===== config.mk =====
export PLATFORM = sky130hd
export DESIGN_NAME = exret_status_unit
export DESIGN_NICKNAME = d
export VERILOG_FILES = /design/src/rtl/exret_pkg.sv /design/src/rtl/exret_field_pop.sv /design/src/rtl/exret_stack_sel.sv /design/src/rtl/exret_status_unit.sv
export SDC_FILE = /design/constraint.sdc
export NUM_CORES = 1
export LEC_CHECK = 0
export CAP_MARGIN = 20
export CELL_PAD_IN_SITES_DETAIL_PLACEMENT = 0
export CELL_PAD_IN_SITES_GLOBAL_PLACEMENT = 2
export CORE_MARGIN = 1.5
export CORE_UTILIZATION = 22
export DETAILED_ROUTE_END_ITERATION = 7
export GPL_TIMING_DRIVEN = 0
export PLACE_DENSITY = 0.94
export SYNTH_ARGS = -nofsm -noshare
export SYNTH_HDL_FRONTEND = slang
export SYNTH_SLANG_ARGS = --single-unit

===== constraint.sdc =====
create_clock -name clk -period 3.4 [get_ports clk]
set_input_delay 0.85 -clock clk [delete_from_list [all_inputs] [get_ports clk]]
set_output_delay 0.85 -clock clk [all_outputs]
set_load 0.005 [all_outputs]

===== src/rtl/exret_pkg.sv =====
package exret_pkg;
  localparam int unsigned WORD_W  = 32;
  localparam int unsigned KEEP_W  = 2;
  localparam int unsigned GAP_W   = 2;
  localparam int unsigned POP_SH  = 10;
  localparam int unsigned P_POS   = 7;
  localparam int unsigned U_POS   = 8;
  localparam int unsigned R_POS   = 9;
  localparam int unsigned M_POS   = 11;

  typedef enum logic {
    RET_EXC = 1'b0,
    RET_NMI = 1'b1
  } ret_kind_e;
endpackage


===== src/rtl/exret_field_pop.sv =====
module exret_field_pop
  import exret_pkg::*;
#(
  parameter int unsigned W     = WORD_W,
  parameter int unsigned KEEP  = KEEP_W,
  parameter int unsigned GAP   = GAP_W,
  parameter int unsigned SH    = POP_SH,
  parameter int unsigned P_BIT = P_POS,
  parameter int unsigned R_BIT = R_POS,
  parameter int unsigned M_BIT = M_POS
) (
  input  logic [W-1:0] st_i,
  input  ret_kind_e    kind_i,
  output logic [W-1:0] st_o
);
  localparam logic [W-1:0] ONES     = {W{1'b1}};
  localparam logic [W-1:0] TOP_MASK = ~(ONES >> KEEP);
  localparam logic [W-1:0] LOW_MASK = ONES >> (KEEP + GAP);

  logic [W-1:0] popped;

  always_comb begin
    popped = ((st_i & LOW_MASK) >> SH) | (st_i & TOP_MASK);
    st_o   = popped;
    if (!st_i[R_BIT]) st_o[P_BIT] = 1'b1;
    if (kind_i == RET_NMI) st_o[M_BIT] = 1'b1;
  end
endmodule


===== src/rtl/exret_stack_sel.sv =====
module exret_stack_sel #(
  parameter int unsigned W = 32
) (
  input  logic         user_i,
  input  logic [W-1:0] sp_i,
  input  logic [W-1:0] usp_i,
  input  logic [W-1:0] ksp_i,
  output logic [W-1:0] sp_o,
  output logic [W-1:0] ksp_o
);
  always_comb begin
    if (user_i) begin
      ksp_o = sp_i;
      sp_o  = usp_i;
    end else begin
      ksp_o = ksp_i;
      sp_o  = sp_i;
    end
  end
endmodule


===== src/rtl/exret_status_unit.sv =====
module exret_status_unit
  import exret_pkg::*;
#(
  parameter int unsigned W     = WORD_W,
  parameter int unsigned KEEP  = KEEP_W,
  parameter int unsigned GAP   = GAP_W,
  parameter int unsigned SH    = POP_SH,
  parameter int unsigned P_BIT = P_POS,
  parameter int unsigned U_BIT = U_POS,
  parameter int unsigned R_BIT = R_POS,
  parameter int unsigned M_BIT = M_POS
) (
  input  logic         clk,
  input  logic         rst,
  input  logic         ret_valid,
  input  logic         ret_nmi,
  input  logic [W-1:0] status_in,
  input  logic [W-1:0] sp_in,
  input  logic [W-1:0] usp_in,
  input  logic [W-1:0] ksp_in,
  output logic [W-1:0] status_out,
  output logic [W-1:0] sp_out,
  output logic [W-1:0] ksp_out
);
  localparam int unsigned GAP_HI = W - KEEP - 1;
  localparam int unsigned GAP_LO = W - KEEP - GAP - SH;

  ret_kind_e    kind;
  logic [W-1:0] st_next;
  logic [W-1:0] sp_next;
  logic [W-1:0] ksp_next;

  assign kind = ret_nmi ? RET_NMI : RET_EXC;

  exret_field_pop #(
    .W(W), .KEEP(KEEP), .GAP(GAP), .SH(SH),
    .P_BIT(P_BIT), .R_BIT(R_BIT), .M_BIT(M_BIT)
  ) u_pop (
    .st_i  (status_in),
    .kind_i(kind),
    .st_o  (st_next)
  );

  exret_stack_sel #(.W(W)) u_stk (
    .user_i(st_next[U_BIT]),
    .sp_i  (sp_in),
    .usp_i (usp_in),
    .ksp_i (ksp_in),
    .sp_o  (sp_next),
    .ksp_o (ksp_next)
  );

  always_ff @(posedge clk) begin
    if (rst) begin
      status_out <= '0;
      sp_out     <= '0;
      ksp_out    <= '0;
    end else if (ret_valid) begin
      status_out <= st_next;
      sp_out     <= sp_next;
      ksp_out    <= ksp_next;
    end
  end


  top_keep_chk: assert property (@(posedge clk) disable iff (rst)
    ret_valid |=> status_out[W-1 -: KEEP] == $past(status_in[W-1 -: KEEP]));


  gap_clear_chk: assert property (@(posedge clk) disable iff (rst)
    ret_valid |=> status_out[GAP_HI:GAP_LO] == '0);


  p_force_chk: assert property (@(posedge clk) disable iff (rst)
    (ret_valid && !status_in[R_BIT]) |=> status_out[P_BIT]);


  m_force_chk: assert property (@(posedge clk) disable iff (rst)
    (ret_valid && ret_nmi) |=> status_out[M_BIT]);


  user_swap_chk: assert property (@(posedge clk) disable iff (rst)
    (ret_valid ##1 status_out[U_BIT]) |->
      (sp_out == $past(usp_in) && ksp_out == $past(sp_in)));


  kern_keep_chk: assert property (@(posedge clk) disable iff (rst)
    (ret_valid ##1 !status_out[U_BIT]) |->
      (sp_out == $past(sp_in) && ksp_out == $past(ksp_in)));


  hold_chk: assert property (@(posedge clk) disable iff (rst)
    !ret_valid |=> ($stable(status_out) && $stable(sp_out) && $stable(ksp_out)));
endmodule


==> metrics.md <==
| Metric | Value |
|---|---|
| Worst path top cell family by delay | buffers and inverters |
| CP arrival | 1.24 ns |
| Cts-stage hold buffer count | 0 |
| Worst vdd ir | ~0.28 mV |
| Clk sinks | 84 |
| Die Height | between 100 and 150 µm |
| Share of layout cells above drive strength 1 | 7.43% |
| Die W | between 100 and 150 µm |
| Final ANT Viol Nets | 0 |
| GR Overflow Total | 0 |
| Drt drc | 0 |
| Initial Util | a little under a quarter |
| Synthesized instance count | 364 |
| Placed Cells | between 700 and 800 |
| Switching power | 0.655 mW |
| Most common cell after layout, fill and taps aside | clkdlybuf4s50_1 |
| Tightest Hold Check Type | reg -> reg |
| Critical path's slowest cell | clkdlybuf4s50_1 |
| Gate power share | about 20% |
| Maxcap violations | 0 |
| Outcome | finished clean |
| CTS buffer count | 9 |
| Final setup vio count | 0 |
| Port bufs | 201 |
| Post-CTS Setup Inserts | 0 |
| Placer Congestion | around 0.75 |
| Clk pin slew, worst setup/hold paths | approximately 0.060 ns |
| Static Leakage | between 2 and 3 nW |
| YS warnings | 0 |
| Sequential power share | 40.2% |
| DP HPWL | around 9.9 mm |
| Pre-Repair DR Iteration Count | 4 |
| Final core utilization | about two fifths |
| Worst-Margin Slew | around 0.56 ns |
| Bufs on Longest Clock Path | 2 |
| Initial antenna violation count | 0 |
| Type of origin of the critical path | flip-flop |
| Critical path class | reg -> out |
| Pwr per Cell Area | about 430 nW/µm² |
| DR iter-0 viols | between 100 and 150 |
| Worst-Skew Late Latency | about 0.34 ns |
| Gates resized, CTS repair | 0 |
| Non-filler cells, final | 808 |
| Pin count of the biggest net entering global routing | 15 |
| Total track usage | about 15% |
| Vias | 3,474 |
| Worst slack at placement | between 1 and 1.5 ns |
| Row cnt | 46 |
| First-pass GRT wire length | 19.7 mm |
| ANT cells | 0 |
| NumNets Final | between 700 and 800 |
| Area Overhead vs Synth | 72.5% |
| Via-to-Cell Ratio | approximately 4.3 |
| Final Max Tran Viols | 0 |
| Synthesized flop and latch total | 84 |
| Core ar. | 16,100 µm² |
| Sequential area share after synthesis | a little under half |
| Final wirelength | about 13 mm |
| Synth Cell Area | between 3000 and 4000 µm² |
| Post-synthesis cell type count | 13 |
| Final Skew | 0 ns |
| Crit path cell chain | clkdlybuf4s50_1 |
| CP Data Required Time | about 2.6 ns |
| Final WS setup | roughly 1.3 ns |
| Minimum period implied by the final worst setup slack | 2.09 ns |
| Max stage delay on crit path | between 0.5 and 0.6 ns |
| Peak Freq | between 400 and 500 MHz |
| Internal | 2.06 mW |
| CTS tree | built |
| WL/cell | roughly 16 µm |
| Root buf cell | clkbuf_16 |
| Hold slack | slightly below 0.5 ns |
| Sw frac | about a quarter |
| FILL cells | approximately 1,600 |
| # IOs | roughly 230 |
| Unrepaired setup endpoints after global routing | false |
| Synth Area per Inst | ~10 µm² |
| CP bufs+invs | 1 |
| Final Hold Vio Count | 0 |
| Setup tns final | 0 ns |
| Clk pwr share | between 30% and 40% |
| CP Max Fanout | 2 |
| Commonest cells after routing, fill and taps aside | clkdlybuf4s50_1, nor2_1, dfxtp_1 |
| H-tree Lvls | 3 |
| Slew margin rel. | between 60% and 70% |
| Period utilization | 61.4% |
| Full die area | 17,400 µm² |
| Crit end category | output pin |
| Vias in the first global route | between 3,000 and 4,000 |
[through the flow]
stage	total power, mW	cell area [µm²]
6_report	2.72	6300
5_1_grt	2.84	6300
4_1_cts	2.76	6300
3_5_place_dp	1.66	5980
3_3_place_gp	1.65	5980
2_1_floorplan	1.32	3690
[path summary, 6_finish.rpt]
kind | cells past startpoint | to | slack, ns | from
setup / recovery | 1 | sp_out[2] | 1.31 | sp_out[2]
setup reg to reg | 2 | sp_out[23] | 2.66 | sp_out[23]
hold / removal | 2 | ksp_out[15] | 0.48 | ksp_out[15]
hold reg to reg | 2 | ksp_out[15] | 0.48 | ksp_out[15]
[cells by family after synthesis]
family                 share of synthesized area, %
AO/OA/AOI/OAI                                  13.6
buffers and inverters                          9.08
flip-flops                                     46.0
multiplexers                                   22.5
other                                         0.103
AND/OR/NAND/NOR                                8.73
[registers in the layout (all words and copies together), names as in the netlist]
name / flops
status_out: 20
ksp_out: 32
sp_out: 32
[power groups by stage]
| stage | logic (mW) | clock network (mW) | registers, mW |
|---|---|---|---|
| 2_1_floorplan | 0.204 | 0 | 1.12 |
| 3_3_place_gp | 0.542 | 0 | 1.11 |
| 3_5_place_dp | 0.550 | 0 | 1.11 |
| 4_1_cts | 0.552 | 1.12 | 1.09 |
| 5_1_grt | 0.589 | 1.15 | 1.10 |
| 6_report | 0.543 | 1.08 | 1.09 |
[area by class of cell]
type | instances | area (µm²) | area share (%)
clock inverter | 6 | 87.6 | 1.39
multi-input combinational | 245 | 1680 | 26.7
tap | 216 | 270 | 4.29
sequential | 84 | 1680 | 26.7
buffer | 45 | 328 | 5.20
timing repair buffer | 201 | 2010 | 31.9
inverter | 1 | 3.75 | 0.0595
clock buffer | 10 | 239 | 3.79
[Yosys cell counts]
| cell type | n | area share (%) |
|---|---|---|
| a211oi_1 | 65 | 13 |
| buf_1 | 1 | 0.10 |
| clkbuf_1 | 16 | 1.6 |
| buf_6 | 1 | 0.31 |
| nor2_1 | 85 | 8.7 |
| a311oi_1 | 1 | 0.24 |
| mux2i_1 | 82 | 22 |
| inv_1 | 1 | 0.10 |
| conb_1 | 1 | 0.10 |
| buf_12 | 5 | 2.7 |
| buf_2 | 5 | 0.68 |
| dfxtp_1 | 84 | 46 |
| buf_4 | 17 | 3.5 |
[layer usage]
| metal | vias up | global-route usage (%) | routed length, µm |
|---|---|---|---|
| li1 | 1712 | - | - |
| met1 | 1621 | 17.7 | 5610 |
| met2 | 121 | 24.1 | 6030 |
| met3 | 20 | 3.65 | 719 |
| met4 | 0 | 6.85 | 349 |
| met5 | - | 0 | 0 |
Note: power is estimated with default switching activity, not from simulation.
